`config.mk`:
```
export PLATFORM = sky130hd
export DESIGN_NAME = term_wrap_counter
export DESIGN_NICKNAME = d
export VERILOG_FILES = /design/src/rtl/wc_pkg.sv /design/src/rtl/wc_reset_sense.sv /design/src/rtl/wc_prescale.sv /design/src/rtl/wc_count_core.sv /design/src/rtl/wc_wrap_flag.sv /design/src/rtl/term_wrap_counter.sv
export SDC_FILE = /design/constraint.sdc
export NUM_CORES = 1
export LEC_CHECK = 0
export CAP_MARGIN = 10
export CORE_AREA = 4 4 41 43
export CTS_CLUSTER_SIZE = 40
export DETAILED_ROUTE_END_ITERATION = 7
export DIE_AREA = 0 0 45 47
export GPL_TIMING_DRIVEN = 1
export PLACE_DENSITY_LB_ADDON = 0.1
export SYNTH_ARGS = -nofsm -noshare
export SYNTH_HDL_FRONTEND = slang
export SYNTH_HIERARCHICAL = 1
export SYNTH_SLANG_ARGS = --single-unit
```
`constraint.sdc`:
```
create_clock -name clk_i -period 2.7 [get_ports clk_i]
set_clock_uncertainty 0.1 [all_clocks]
set_input_delay 0.27 -clock clk_i [delete_from_list [all_inputs] [get_ports clk_i]]
set_output_delay 0.27 -clock clk_i [all_outputs]
set_load 0.01 [all_outputs]
```
`src/rtl/wc_pkg.sv`:
```
package wc_pkg;

   // How the runtime clear input is interpreted.
   typedef enum logic [1:0] {
      SENSE_HIGH = 2'd0,   // clear at every edge while input is high
      SENSE_LOW  = 2'd1,   // clear at every edge while input is low
      SENSE_EDGE = 2'd2    // one clear per transition of the input
   } wc_sense_e;

   // Value written into the count by a runtime clear.
   typedef enum logic {
      LOAD_ZERO = 1'b0,
      LOAD_TERM = 1'b1
   } wc_load_e;

endpackage

```
`src/rtl/wc_reset_sense.sv`:
```
module wc_reset_sense
   import wc_pkg::*;
#(
   parameter wc_sense_e SENSE = SENSE_HIGH
) (
   input  logic clk_i,
   input  logic rst_i,
   output logic clr_o
);

   generate
      if (SENSE == SENSE_HIGH) begin : g_high
         logic unused_clk;
         assign unused_clk = clk_i;
         assign clr_o = rst_i;
      end else if (SENSE == SENSE_LOW) begin : g_low
         logic unused_clk;
         assign unused_clk = clk_i;
         assign clr_o = ~rst_i;
      end else begin : g_edge
         // Two-stage registered copy; any difference between the stages
         // marks one cycle in which a clear is requested.
         logic stage1_q = 1'b0;
         logic stage2_q = 1'b0;
         always_ff @(posedge clk_i) begin
            stage1_q <= rst_i;
            stage2_q <= stage1_q;
         end
         assign clr_o = stage1_q ^ stage2_q;
      end
   endgenerate

endmodule

```
`src/rtl/wc_prescale.sv`:
```
module wc_prescale #(
   parameter int unsigned DIVIDE = 1
) (
   input  logic clk_i,
   input  logic clr_i,
   input  logic hold_i,
   output logic step_o
);

   localparam int unsigned PW = (DIVIDE > 1) ? $clog2(DIVIDE) : 1;
   localparam logic [PW-1:0] LAST = PW'(DIVIDE - 1);

   generate
      if (DIVIDE == 1) begin : g_bypass
         logic unused_in;
         assign unused_in = clk_i ^ clr_i;
         assign step_o = ~hold_i;
      end else begin : g_divide
         logic [PW-1:0] phase_q = '0;
         logic          at_last;

         assign at_last = (phase_q == LAST);
         assign step_o  = at_last & ~hold_i & ~clr_i;

         always_ff @(posedge clk_i) begin
            if (clr_i) begin
               phase_q <= '0;
            end else if (!hold_i) begin
               if (at_last) phase_q <= '0;
               else         phase_q <= phase_q + 1'b1;
            end
         end
      end
   endgenerate

endmodule

```
`src/rtl/wc_count_core.sv`:
```
module wc_count_core
   import wc_pkg::*;
#(
   parameter int unsigned WIDTH = 8,
   parameter int unsigned TERM  = 5,
   parameter wc_load_e    LOAD  = LOAD_ZERO
) (
   input  logic             clk_i,
   input  logic             clr_i,
   input  logic             hold_i,
   input  logic             step_i,
   input  logic             up_i,
   output logic [WIDTH-1:0] cnt_o
);

   localparam logic [WIDTH-1:0] TERM_V = WIDTH'(TERM);

   logic [WIDTH-1:0] clear_val;
   logic [WIDTH-1:0] cnt_q = TERM_V;
   logic [WIDTH-1:0] cnt_nxt;

   generate
      if (LOAD == LOAD_TERM) begin : g_load_term
         assign clear_val = TERM_V;
      end else begin : g_load_zero
         assign clear_val = '0;
      end
   endgenerate

   always_comb begin
      cnt_nxt = cnt_q;
      if (step_i) begin
         if (up_i) begin
            if (cnt_q >= TERM_V) cnt_nxt = '0;
            else                 cnt_nxt = cnt_q + 1'b1;
         end else begin
            if (cnt_q == '0)     cnt_nxt = TERM_V;
            else                 cnt_nxt = cnt_q - 1'b1;
         end
      end
   end

   always_ff @(posedge clk_i) begin
      if (clr_i)        cnt_q <= clear_val;
      else if (!hold_i) cnt_q <= cnt_nxt;
   end

   assign cnt_o = cnt_q;

endmodule

```
`src/rtl/wc_wrap_flag.sv`:
```
module wc_wrap_flag #(
   parameter int unsigned WIDTH = 8,
   parameter int unsigned TERM  = 5
) (
   input  logic [WIDTH-1:0] cnt_i,
   input  logic             up_i,
   output logic             flag_o
);

   localparam logic [WIDTH-1:0] TERM_V = WIDTH'(TERM);

   logic at_low;
   logic at_high;

   assign at_low  = (cnt_i == '0);
   assign at_high = (cnt_i == TERM_V);
   assign flag_o  = up_i ? at_high : at_low;

endmodule

```
`src/rtl/term_wrap_counter.sv`:
```
module term_wrap_counter
   import wc_pkg::*;
#(
   parameter int unsigned WIDTH  = 8,
   parameter int unsigned TERM   = 5,
   parameter int unsigned DIVIDE = 1,
   parameter wc_sense_e   SENSE  = SENSE_HIGH,
   parameter wc_load_e    LOAD   = LOAD_ZERO
) (
   input  logic             clk_i,
   input  logic             rst_i,
   input  logic             up_i,
   input  logic             hold_i,
   output logic [WIDTH-1:0] cnt_o,
   output logic             wrap_o
);

   localparam longint unsigned CNT_MAX = (64'd1 << WIDTH) - 64'd1;

   generate
      if (WIDTH < 2 || WIDTH > 32) begin : g_bad_width
         $error("term_wrap_counter: WIDTH must lie in 2..32");
      end
      if (TERM == 0 || longint'(TERM) > CNT_MAX) begin : g_bad_term
         $error("term_wrap_counter: TERM must be nonzero and fit in WIDTH");
      end
      if (DIVIDE < 1) begin : g_bad_div
         $error("term_wrap_counter: DIVIDE must be at least 1");
      end
   endgenerate

   logic clr_w;
   logic step_w;

   wc_reset_sense #(.SENSE(SENSE)) u_sense (
      .clk_i (clk_i),
      .rst_i (rst_i),
      .clr_o (clr_w)
   );

   wc_prescale #(.DIVIDE(DIVIDE)) u_pre (
      .clk_i  (clk_i),
      .clr_i  (clr_w),
      .hold_i (hold_i),
      .step_o (step_w)
   );

   wc_count_core #(.WIDTH(WIDTH), .TERM(TERM), .LOAD(LOAD)) u_core (
      .clk_i  (clk_i),
      .clr_i  (clr_w),
      .hold_i (hold_i),
      .step_i (step_w),
      .up_i   (up_i),
      .cnt_o  (cnt_o)
   );

   wc_wrap_flag #(.WIDTH(WIDTH), .TERM(TERM)) u_flag (
      .cnt_i  (cnt_o),
      .up_i   (up_i),
      .flag_o (wrap_o)
   );

endmodule

```
==> run_results.csv <==
group,metric,value,unit
status,status,"complete, no violations",
sta,fin_setup_tns,0,ns
global_route,met2_usage,24.3,%
cts,cts_buffers,3,
synthesis,syn_nets,93,
min_path,worstHoldStart,"u_core/cnt_o[7]",
min_path,whs_path_depth,2,
drt,wl,1580,um
sta,worst_pin_slew,0.639,ns
pwr,p_clk_share,25.8,%
critical_path,worstPathMaxFanout,12,
global_route,grt_usage,16.6,%
sta,finalHoldViolCount,0,
synthesis,ys_ff_latch,8,
die,start_util,49.3,%
place,place_congestion,0.827,
cts,cts_hold_buffers,0,
final_layout,num_antenna_cells,0,
place,post-place-ws,0.381,ns
final_layout,final_common_cell,"clkdlybuf4s50_1",
die,fp-row-count,13,
sta,post-route-period-util,89.7,%
die,core,1300,sq um
final_layout,layout_common_cells,"12 x clkdlybuf4s50_1, 8 x dfxtp_1",
drt,num_vias,661,
sta,fin_crit,2.42,ns
sta,clock.fmax,0.413,GHz
sta,worst_slack,0.279,ns
pwr,netSwitchingFraction,35.2,%
critical_path,worst_r2r_path_depth,6,
die,die_area,2120,sq um
critical_path,crit_path_end_kind,"output pin",
critical_path,startpoint,"u_core/cnt_o[0]",
global_route,antenna_found_initial,0,
synthesis,ys_types,30,
drt,avgRoutedWirePerCell,14.3,um
sta,setup_viol,0,
min_path,worst_hold_path_type,"reg -> reg",
synthesis,async_flop_share,0,%
drt,drc,0,
critical_path,cp-start-kind,"register",
critical_path,ff2ff_setup_slack,0.46,ns
sta,timing.hold.ws,0.452,ns
die,pin_count,13,
cts,path_clk_slew,0.06,ns
sta,rsz0062_at_grt,"no",
synthesis,synth_edf_count,0,
final_layout,largest_register_ffs,8,
synthesis,synth-seq-area-share,25.0,%
critical_path,path_class,"reg -> out",
synthesis,yosys_warnings,6,
global_route,grt_max_degree,13,
critical_path,critPathRequiredTime,2.33,ns
cts,cts_setup_buffers,0,
synthesis,synth.avg_cell_area,7.55,sq um
critical_path,arrival,2.05,ns
job,maxCapViolations,0,
cts,cts_root_buf,"clkbuf_4",
final_layout,nNetsFinal,105,
pwr,p_leak,0.289,nW
synthesis,syn_area,642,sq um
pwr,ir_drop,251,uV
drt,drt_iter0_drc,22,
drt,ant_nets,0,
synthesis,syn_inst,85,
global_route,overflow,0,
critical_path,rr_endpoint,"u_core/cnt_o[3]",
place,hpwl,1080,um
pwr,internal-power,0.239,mW
cts,clk_path_buf_depth,2,
final_layout,syn_to_final_growth,22.8,%
global_route,grt_pass1_vias,539,
cts,htree_levels,1,
pwr,combPwrFrac,36.2,%
sta,relSlewSlack,57.4,%
synthesis,synth_ff_type,"dfxtp_1",
cts,clk_latency,0.26,ns
pwr,p_seq_share,38.0,%
global_route,globalRoute.busiestLayer,"met2",
global_route,grt_pass1_wl,2480,um
die,die_h,47,um
cts,tritoncts,"built",
drt,dr.pass1.iters,4,
global_route,met3_usage,3.45,%
cts,clock-sinks,8,
drt,via_per_inst,6.01,
global_route,grt_util_met1,22.1,%
pwr,p_switching,0.130,mW
sta,slew_violations,0,
place,io_buffers,12,
min_path,min_to,"u_core/cnt_o[7]",
critical_path,r2r-start,"u_core/cnt_o[0]",
pwr,powerDensity,469,nW/um^2
die,die_w,45,um
cts,cts_resized,0,
final_layout,drive_above_1_share,7.37,%
## worst max-delay path, stage by stage, from the launching register on
cell             delay [ns]
dfxtp_1                0.43
or3_1                  0.43
a2111oi_2              0.35
clkdlybuf4s50_1        0.59
## power groups by stage
stage	logic (mW)	clock network [mW]	registers, mW
global placement	0.130	0	0.143
detailed placement	0.131	0	0.143
floorplan	0.0912	0	0.141
finish	0.134	0.0953	0.140
global route	0.147	0.103	0.143
CTS	0.132	0.0996	0.140
## cell families (layout without fill, tap and decap cells)
logic type                 Yosys count  in the layout  synth area share (%)
adders and majority gates            4              4                  7.80
and+or+nand+nor                     40             40                  34.9
buffers and inverters               10             20                  6.43
DFF                                  8              8                  25.0
muxes                                1              1                  1.56
xor gates and xnor gates             1              1                  1.36
AOI/OAI and AO/OA                   21             21                  23.0
## cell usage after synthesis, types with 4 or more instances
cell	count	share of area, %
a21oi_1	6	4.7
clkbuf_1	5	2.9
dfxtp_1	8	25
ha_1	4	7.8
nand2_1	6	3.5
nand3_1	5	3.9
nor2_1	6	3.5
nor4_1	6	5.8
o21ai_0	5	3.9
## cell type report
type	instances	area [sq um]
repair buffers	14	135
clock buffers	3	22.5
flip-flops and latches	8	160
multi-input cells	67	440
fillers	128	513
well taps	15	18.8
inverters	3	11.3
## metrics by stage
stage          std cells  total power, mW  area [sq um]  util (%)
2_1_floorplan         85            0.233           642         -
3_3_place_gp         107            0.272           766      58.8
3_5_place_dp         107            0.274           766      58.8
4_1_cts              110            0.371           788      60.6
5_1_grt              110            0.393           788      60.6
6_report             110            0.369           788      60.6
## how the worst max path moves through the flow
stage	endpoint	slack, ns
3_3_place_gp	wrap_o	0.39
2_1_floorplan	u_core/cnt_o[3]	0.81
6_report	wrap_o	0.28
5_1_grt	wrap_o	0.13
4_1_cts	wrap_o	0.27
3_5_place_dp	wrap_o	0.38
## metal layers
| layer | routed length, um | part of all wire (%) |
|---|---|---|
| met2 | 715 | 45 |
| met5 | 0 | 0 |
| met4 | 11 | 0.70 |
| met1 | 758 | 48 |
| met3 | 92 | 5.8 |
No activity file was read; power rests on OpenSTA's default activity.
